===== src/rtl/rtc_alm_pkg.sv =====
package rtc_alm_pkg;
  localparam int unsigned ALM_FIELDS = 7;
  localparam int unsigned ALM_BYTE_W = 8;

  typedef enum logic [2:0] {
    FLD_SEC   = 3'd0,
    FLD_MIN   = 3'd1,
    FLD_HOUR  = 3'd2,
    FLD_WDAY  = 3'd3,
    FLD_DATE  = 3'd4,
    FLD_MONTH = 3'd5,
    FLD_YEAR  = 3'd6
  } alm_field_e;
endpackage


===== src/rtl/rtc_alm_bank.sv =====
module rtc_alm_bank #(
  parameter int unsigned NUM_FIELDS = 7,
  parameter int unsigned BYTE_W     = 8,
  parameter int unsigned IDX_W      = 3
) (
  input  logic                         clk,
  input  logic                         rst_n,
  input  logic                         wr_i,
  input  logic [IDX_W-1:0]             wr_idx_i,
  input  logic [BYTE_W-1:0]            wr_data_i,
  input  logic                         disarm_i,
  input  logic [IDX_W-1:0]             rd_idx_i,
  output logic [BYTE_W-1:0]            rd_data_o,
  output logic [NUM_FIELDS*BYTE_W-1:0] bytes_o
);
  localparam int unsigned EN_BIT = BYTE_W - 1;

  logic [NUM_FIELDS*BYTE_W-1:0] bytes_q;

  for (genvar k = 0; k < NUM_FIELDS; k++) begin : g_field
    logic [BYTE_W-1:0] q;
    logic [BYTE_W-1:0] d;
    logic              sel;
    logic              ld;

    assign sel = wr_i && (wr_idx_i == IDX_W'(k));
    assign ld  = sel || disarm_i;

    always_comb begin
      d = q;
      if (disarm_i) d[EN_BIT] = 1'b0;
      if (sel)      d = wr_data_i;
    end

    always_ff @(posedge clk or negedge rst_n) begin
      if (!rst_n)  q <= '0;
      else if (ld) q <= d;
    end

    assign bytes_q[k*BYTE_W +: BYTE_W] = q;
  end

  always_comb begin
    rd_data_o = '0;
    for (int k = 0; k < NUM_FIELDS; k++) begin
      if (rd_idx_i == IDX_W'(k)) rd_data_o = bytes_q[k*BYTE_W +: BYTE_W];
    end
  end

  assign bytes_o = bytes_q;
endmodule


===== src/rtl/rtc_alm_cmp.sv =====
module rtc_alm_cmp #(
  parameter int unsigned NUM_FIELDS = 7,
  parameter int unsigned BYTE_W     = 8,
  parameter int unsigned VAL_W      = 7
) (
  input  logic [NUM_FIELDS*BYTE_W-1:0] alm_i,
  input  logic [NUM_FIELDS*VAL_W-1:0]  time_i,
  output logic                         armed_o,
  output logic                         hit_o
);
  logic [NUM_FIELDS-1:0] en;
  logic [NUM_FIELDS-1:0] fld_ok;

  for (genvar k = 0; k < NUM_FIELDS; k++) begin : g_cmp
    assign en[k]     = alm_i[k*BYTE_W + VAL_W];
    assign fld_ok[k] = !en[k] ||
                       (alm_i[k*BYTE_W +: VAL_W] == time_i[k*VAL_W +: VAL_W]);
  end

  assign armed_o = |en;
  assign hit_o   = armed_o && (&fld_ok);
endmodule


===== src/rtl/rtc_alm_evt.sv =====
module rtc_alm_evt (
  input  logic clk,
  input  logic rst_n,
  input  logic tick_i,
  input  logic hit_i,
  input  logic clr_i,
  output logic irq_o,
  output logic pend_o
);
  logic irq_d, irq_q;
  logic pend_d, pend_q, pend_ld;

  always_comb begin
    irq_d   = tick_i && hit_i;
    pend_ld = irq_d || clr_i;
    pend_d  = irq_d;
  end

  always_ff @(posedge clk or negedge rst_n) begin
    if (!rst_n) irq_q <= 1'b0;
    else        irq_q <= irq_d;
  end

  always_ff @(posedge clk or negedge rst_n) begin
    if (!rst_n)       pend_q <= 1'b0;
    else if (pend_ld) pend_q <= pend_d;
  end

  assign irq_o  = irq_q;
  assign pend_o = pend_q;
endmodule


===== src/rtl/rtc_alarm_match.sv =====
module rtc_alarm_match
  import rtc_alm_pkg::*;
#(
  parameter int unsigned NUM_FIELDS = ALM_FIELDS,
  parameter int unsigned BYTE_W     = ALM_BYTE_W,
  localparam int unsigned VAL_W     = BYTE_W - 1,
  localparam int unsigned IDX_W     = $clog2(NUM_FIELDS)
) (
  input  logic                        clk,
  input  logic                        rst_n,
  input  logic                        tick_i,
  input  logic [NUM_FIELDS*VAL_W-1:0] time_i,
  input  logic                        alm_wr_i,
  input  logic [IDX_W-1:0]            alm_wr_idx_i,
  input  logic [BYTE_W-1:0]           alm_wr_data_i,
  input  logic                        alm_disarm_i,
  input  logic [IDX_W-1:0]            alm_rd_idx_i,
  output logic [BYTE_W-1:0]           alm_rd_data_o,
  input  logic                        pend_clr_i,
  output logic                        armed_o,
  output logic                        pending_o,
  output logic                        irq_o
);
  logic [1:0]                   rst_sync_q;
  logic                         rst_sync_n;
  logic [NUM_FIELDS*BYTE_W-1:0] alm_bytes;
  logic                         hit;

  always_ff @(posedge clk or negedge rst_n) begin
    if (!rst_n) rst_sync_q <= 2'b00;
    else        rst_sync_q <= {rst_sync_q[0], 1'b1};
  end
  assign rst_sync_n = rst_sync_q[1];

  rtc_alm_bank #(
    .NUM_FIELDS(NUM_FIELDS), .BYTE_W(BYTE_W), .IDX_W(IDX_W)
  ) u_bank (
    .clk      (clk),
    .rst_n    (rst_sync_n),
    .wr_i     (alm_wr_i),
    .wr_idx_i (alm_wr_idx_i),
    .wr_data_i(alm_wr_data_i),
    .disarm_i (alm_disarm_i),
    .rd_idx_i (alm_rd_idx_i),
    .rd_data_o(alm_rd_data_o),
    .bytes_o  (alm_bytes)
  );

  rtc_alm_cmp #(
    .NUM_FIELDS(NUM_FIELDS), .BYTE_W(BYTE_W), .VAL_W(VAL_W)
  ) u_cmp (
    .alm_i  (alm_bytes),
    .time_i (time_i),
    .armed_o(armed_o),
    .hit_o  (hit)
  );

  rtc_alm_evt u_evt (
    .clk   (clk),
    .rst_n (rst_sync_n),
    .tick_i(tick_i),
    .hit_i (hit),
    .clr_i (pend_clr_i),
    .irq_o (irq_o),
    .pend_o(pending_o)
  );
endmodule


===== config.mk =====
export PLATFORM = sky130hd
export DESIGN_NAME = rtc_alarm_match
export DESIGN_NICKNAME = d
export VERILOG_FILES = /design/src/rtl/rtc_alm_pkg.sv /design/src/rtl/rtc_alm_bank.sv /design/src/rtl/rtc_alm_cmp.sv /design/src/rtl/rtc_alm_evt.sv /design/src/rtl/rtc_alarm_match.sv
export SDC_FILE = /design/constraint.sdc
export NUM_CORES = 1
export LEC_CHECK = 0
export BUFFER_PORTS_ARGS = -buffer_cell sky130_fd_sc_hd__buf_2
export CORE_MARGIN = 2
export CORE_UTILIZATION = 40
export DETAILED_ROUTE_END_ITERATION = 10
export PLACE_DENSITY = 0.75
export SETUP_SLACK_MARGIN = 0.05
export SYNTH_ARGS = -nofsm -noshare
export SYNTH_HDL_FRONTEND = slang
export SYNTH_HIERARCHICAL = 1
export SYNTH_SLANG_ARGS = --single-unit

===== constraint.sdc =====
create_clock -name clk -period 1.7 [get_ports clk]
set_input_delay 0.085 -clock clk [delete_from_list [all_inputs] [get_ports clk]]
set_output_delay 0.085 -clock clk [all_outputs]
set_load 0.01 [all_outputs]

==> results.py, run 1 <==
metrics = {
    "timing": {
        "hold_viol_final": 0,
        "rsz0062_at_grt": "true",
        "tns_ps": -41.8,
        "fin_ws_ps": -23.9,
        "timing.hold.ws_ps": 35.6,
        "setup_violations": 3,
        "slew_viol_final": 0,
        "fmaxAchievable_ghz": 0.580,
        "min_period_ps": 1720,
        "fin_crit_sh_pct": 101,
        "worstMarginPinSlew_ps": 539,
        "clock_skew_ps": 8.33,
        "relSlewSlack_pct": 63.9,
    },
    "yosys": {
        "yosysUniqueCellTypes": 33,
        "syn_inst": 287,
        "syn-num-nets": 356,
        "ys_ff_latch": 60,
        "synth_area_leaders": "dfrtp_1 43%, mux2_2 18%, xnor2_1 7.1%",
        "avgSynthCellArea_sq_um": 12.0,
        "yosysTopAreaCellShare_pct": 43.5,
        "yosysWarningCount": 6,
        "ys_seq_area_share_pct": 43.5,
        "synth_top_cell_by_area": "dfrtp_1",
        "synth_ff_type": "dfrtp_1",
        "synth-async-reset-ratio_pct": 100,
        "synth_edf_count": 0,
        "syn_area_sq_um": 3450,
    },
    "detailed_routing": {
        "wirelength_microns": 9110,
        "drt_iter0_markers": 154,
        "antenna_left": 0,
        "vias": 2664,
        "routedWlPerCell_microns": 18.5,
        "drtPass1Iterations": 4,
        "drc": 0,
        "vias_per_cell": 5.41,
    },
    "clock_network": {
        "clock-sinks": 60,
        "tritoncts": "built",
        "clock_path_buffers": 2,
        "h-tree-depth": 3,
        "insertion_delay_ps": 340,
        "clock-root-buffer": "clkbuf_8",
        "cts_buffers": 9,
        "clk_pin_slew_ps": 70,
    },
    "floorplan": {
        "rows": 33,
        "coreArea_sq_um": 8300,
        "dieArea_sq_um": 9400,
        "die_w_microns": 96.9,
        "io_pins": 80,
        "start_util_pct": 41.6,
        "die_h_microns": 96.9,
    },
    "global_routing": {
        "grt.overflow.total": 0,
        "grt_pass1_wl_microns": 14500,
        "grt_pass1_vias": 2875,
        "grtUsageTotal_pct": 19.6,
        "antenna_found_initial": 0,
        "grt_max_degree": 59,
    },
    "run_status": {
        "status": "finished, violations left",
        "failed_checks": "negative setup slack",
    },
    "setup_path": {
        "worstSetupEndpointType": "register",
        "worstSetupPathType": "register to register",
        "critical_path_required_ps": 1980,
        "setup.worst_path.start_class": "register",
        "slowest_stage": "dfrtp_1",
        "cp.arrival_ps": 2010,
        "worstRegToRegCells": 7,
        "cp_slowest_stage_delay_ps": 400,
        "path_cells": "xnor2_1 -> nand4_1 -> o41ai_4 -> nand4_1 -> nor2_2 -> and2_4 -> a21o_1",
        "cp_max_fo": 2,
        "path_common_cell": "nand4_1",
    },
    "layout": {
        "nNetsFinal": 451,
        "drive_gt1_share_pct": 48.6,
        "final_cell_mix": "79 x buf_2, 59 x dfrtp_1, 56 x mux2_2, 27 x xnor2_1, 21 x xor2_1",
        "final_common_cell": "buf_2",
        "area_growth_pct": 26.0,
        "n_antenna_cell": 0,
        "layout.cells.non_filler": 492,
    },
    "pwr": {
        "power_mw": 4.46,
        "p_leak_nw": 1.89,
        "powerDensity_nw_per_um2": 1020,
        "irDropWorstVdd_mv": 0.573,
    },
    "placement": {
        "portBuffers": 79,
        "dp_slack_ps": -187,
        "dpl.cell_count": 470,
        "gp_routability_congestion": 0.861,
        "hpwl_microns": 6780,
    },
    "job": {
        "cap_violations": 0,
    },
    "hold_path": {
        "min_path_type": "input pin to register",
        "holdPathStages": 3,
    },
}
==> kinds of logic (layout without fill, tap and decap cells) <==
logic type / after synthesis / count (layout) / share of synthesized area (%)
AND/OR/NAND/NOR: 54 / 54 / 10.4
XOR/XNOR: 49 / 49 / 12.4
AO/OA/AOI/OAI: 45 / 45 / 10.7
flip-flops: 60 / 60 / 43.5
other: 1 / 1 / 0.109
buffers and inverters: 13 / 113 / 1.63
multiplexers: 65 / 65 / 21.2
==> cells in the mapped netlist, drive strengths merged (2+ instances only) <==
| cell type | count |
|---|---|
| dfrtp | 60 |
| mux2 | 56 |
| xnor2 | 28 |
| xor2 | 21 |
| nand2b | 13 |
| nand4 | 9 |
| nor2 | 9 |
| a21oi | 8 |
| mux2i | 8 |
| nand2 | 8 |
| o21ai | 8 |
| a221oi | 7 |
| o2bb2ai | 7 |
| o32ai | 7 |
| o41ai | 7 |
| buf | 6 |
| clkbuf | 4 |
| inv | 3 |
| nand3b | 3 |
| nand4b | 3 |
| nor3 | 3 |
| nor3b | 2 |
==> per-layer routing <==
layer  up-vias  global-route usage, %  routed length (microns)
met3        13                   4.77                      512
li1       1251                      -                        -
met1      1310                   26.0                     4010
met2        90                   30.7                     4380
met5         -                      0                        0
met4         0                   8.02                      195
==> sequential cells by signal, summed over array words and instances (netlist names) <==
signal	flops
u_evt/irq_o	1
u_bank/g_field.q	56
rst_sync_q	2
u_evt/pend_o	1
==> metrics by stage <==
step / area, sq um / utilization [%]
after CTS: 4270 / 51.5
after detailed placement: 4020 / 48.4
after global placement: 4020 / 48.4
after floorplan: 3460 / -
final: 4350 / 52.5
after global routing: 4350 / 52.5
==> worst max-delay path: cells and delay by family, from the launching register on <==
kind / cells / cell delay (ps)
AOI/OAI and AO/OA: 2 / 410
xor gates and xnor gates: 1 / 150
DFF: 1 / 400
and+or+nand+nor: 4 / 690
==> power by group <==
group / total [mW] / switching (mW) / internal, mW / leakage [nW]
logic: 1.18 / 0.534 / 0.648 / 1.06
registers: 1.98 / 0.276 / 1.70 / 0.733
clock network: 1.30 / 0.588 / 0.713 / 0.0983
==> cell type report <==
cell class	count	area, sq um
Sequential cell	60	1500
Fill cell	755	3950
Clock buffer	10	138
Clock inverter	6	63.8
Inverter	3	11.3
Multi-Input combinational cell	214	1980
Tap cell	105	131
Timing Repair Buffer	94	529
==> repair_timing <==
| item | 4_1_cts | 5_1_grt |
|---|---|---|
| setup endpoints to repair | 3 | 10 |
| setup buffers | 0 | 4 |
| hold buffers | 2 | 0 |
| pin swaps | 0 | 8 |
| hold endpoints to repair | 3 | 0 |
| gates resized for setup | 5 | 9 |
==> worst paths after layout <==
| check | startpoint | endpoint | slack (ps) |
|---|---|---|---|
| max in group asynchronous | rst_sync_q[1] | u_bank/g_field[5].q[2] | 1170 |
| setup reg to reg | u_bank/g_field[0].q[2] | u_evt/pend_o | -20 |
| setup / recovery | u_bank/g_field[0].q[2] | u_evt/pend_o | -20 |
| min in group asynchronous | rst_n | rst_sync_q[1] | 60 |
| hold / removal | alm_wr_data_i[7] | u_bank/g_field[1].q[7] | 40 |
| hold reg to reg | rst_sync_q[1] | u_bank/g_field[4].q[4] | 260 |
Power figures use the tool's default switching activity.
==> run 2, diff against run 1 <==
--- a/config.mk
+++ b/config.mk
@@ -10,7 +10,6 @@
 export CORE_UTILIZATION = 40
 export DETAILED_ROUTE_END_ITERATION = 10
 export PLACE_DENSITY = 0.75
-export SETUP_SLACK_MARGIN = 0.05
 export SYNTH_ARGS = -nofsm -noshare
 export SYNTH_HDL_FRONTEND = slang
 export SYNTH_HIERARCHICAL = 1
==> results.py, run 2 (synthesized netlist as in run 1, its figures left out) <==
metrics = {
    "clock_network": {
        "tritoncts": "built",
        "clk_pin_slew_ps": 70,
        "clock_path_buffers": 2,
        "clock-sinks": 60,
        "clock-root-buffer": "clkbuf_8",
        "insertion_delay_ps": 340,
        "cts_buffers": 9,
        "h-tree-depth": 3,
    },
    "floorplan": {
        "rows": 33,
        "io_pins": 80,
        "die_h_microns": 96.9,
        "dieArea_sq_um": 9400,
        "start_util_pct": 41.6,
        "coreArea_sq_um": 8300,
        "die_w_microns": 96.9,
    },
    "run_status": {
        "failed_checks": "negative setup slack",
        "status": "finished, violations left",
    },
    "layout": {
        "regMostFlops": "u_bank/g_field.q",
        "layout.cells.non_filler": 488,
        "final_cell_mix": "79 x buf_2, 59 x dfrtp_1, 56 x mux2_2, 28 x xnor2_1, 21 x xor2_1",
        "area_growth_pct": 24.0,
        "reg_top3": "u_bank/g_field.q: 56 flops, rst_sync_q: 2 flops",
        "drive_gt1_share_pct": 47.0,
        "final-seq-area_sq_um": 1500,
        "nNetsFinal": 447,
        "multi_input_area_sq_um": 1940,
        "final_common_cell": "buf_2",
        "fillers": 765,
        "largest_reg_flops": 56,
        "n_antenna_cell": 0,
    },
    "detailed_routing": {
        "routedWlPerCell_microns": 18.5,
        "vias_per_cell": 5.43,
        "vias": 2651,
        "drt_iter0_markers": 118,
        "drc": 0,
        "antenna_left": 0,
        "wirelength_microns": 9010,
        "drtPass1Iterations": 4,
    },
    "setup_path": {
        "cp_slowest_stage_delay_ps": 410,
        "worstSetupPathType": "register to register",
        "crit_family": "simple AND/OR/NAND/NOR gates",
        "crit_buf_inv": 0,
        "cp_max_fo": 3,
        "critical_path_required_ps": 1980,
        "setup.worst_path.start_class": "register",
        "path_common_cell": "nand4_1",
        "path_cells": "xnor2_1 -> nand4_1 -> o41ai_4 -> nand4_1 -> nor2_2 -> and2_4 -> a21o_1",
        "worstSetupEndpointType": "register",
        "cp.arrival_ps": 1990,
        "slowest_stage": "dfrtp_1",
    },
    "timing": {
        "tns_ps": -3.78,
        "setup_violations": 1,
        "fin_crit_sh_pct": 100,
        "rsz0062_at_grt": "true",
        "min_period_ps": 1700,
        "slew_viol_final": 0,
        "worstMarginPinSlew_ps": 538,
        "fin_ws_ps": -3.78,
        "clock_skew_ps": 8.88,
        "timing.hold.ws_ps": 34.7,
        "relSlewSlack_pct": 64.0,
        "fmaxAchievable_ghz": 0.587,
        "hold_viol_final": 0,
    },
    "placement": {
        "hpwl_microns": 6780,
        "gp_routability_congestion": 0.861,
        "portBuffers": 79,
        "dpl.cell_count": 470,
    },
    "hold_path": {
        "min_path_type": "input pin to register",
    },
    "global_routing": {
        "grt_pass1_wl_microns": 14500,
        "antenna_found_initial": 0,
        "grt_max_degree": 59,
        "grtUsageTotal_pct": 19.5,
        "grt_pass1_vias": 2897,
        "grt.overflow.total": 0,
    },
    "pwr": {
        "powerDensity_nw_per_um2": 1020,
        "irDropWorstVdd_mv": 0.573,
        "p_leak_nw": 1.86,
    },
    "job": {
        "cap_violations": 0,
    },
}
==> run 2: report_power, final <==
group	leakage (nW)	internal, mW	switching [mW]	total (mW)
sequential	0.733	1.70	0.271	1.97
combinational	1.03	0.609	0.512	1.12
clock	0.0983	0.713	0.582	1.29
total	1.86	3.02	1.36	4.39
==> run 2: routing by layer <==
layer | vias to the layer above | part of all wire [%] | global-route usage [%] | wire, microns
met5 | - | 0 | 0 | 0
met4 | 0 | 1.9 | 7.69 | 170
met3 | 14 | 5.5 | 4.62 | 493
met2 | 93 | 48 | 31.1 | 4320
met1 | 1301 | 45 | 25.6 | 4020
li1 | 1243 | - | - | -
==> run 2: metrics by stage <==
step                      total power [mW]  instance area (sq um)  utilization (%)  worst slack (ps)
final                                 4.39                   4290             51.6             -3.78
after global routing                  4.61                   4290             51.6             -82.2
after CTS                             4.40                   4260             51.3              13.9
after detailed placement              3.08                   4020             48.4              -187
after global placement                3.04                   4020             48.4              -189
after floorplan                       2.70                   3460                -               384
==> run 2: timing repair <==
item | in CTS | in global routing
gates resized for setup | 3 | 4
buffers inserted | 0 | 0
pin swaps | 0 | 0
hold endpoints to repair | 3 | 0
hold buffers | 2 | 0
setup endpoints to repair | 2 | 7
==> run 2: final timing paths <==
path,to,depth (start not counted),from,slack [ps]
worst max-delay path,u_evt/pend_o,7,u_bank/g_field[2].q[0],-4
worst min register to register,u_bank/g_field[4].q[4],1,rst_sync_q[1],260
worst max register to register,u_evt/pend_o,7,u_bank/g_field[2].q[0],-4
max in group asynchronous,u_bank/g_field[5].q[2],1,rst_sync_q[1],1180
min in group asynchronous,rst_sync_q[1],2,rst_n,60
worst min-delay path,u_evt/pend_o,3,pend_clr_i,30
==> run 2: layout make-up <==
| type | count | share of cell area, % |
|---|---|---|
| clock buffer | 10 | 3.21 |
| clock inverter | 6 | 1.49 |
| inverter | 3 | 0.263 |
| multi-input combinational | 214 | 45.3 |
| sequential | 60 | 35.1 |
| tap | 105 | 3.07 |
| timing repair buffer | 90 | 11.6 |
==> run 2: tightest hold or removal path, cell delays in order <==
cell,delay (ps)
buf_2,90
inv_1,50
a21o_1,110
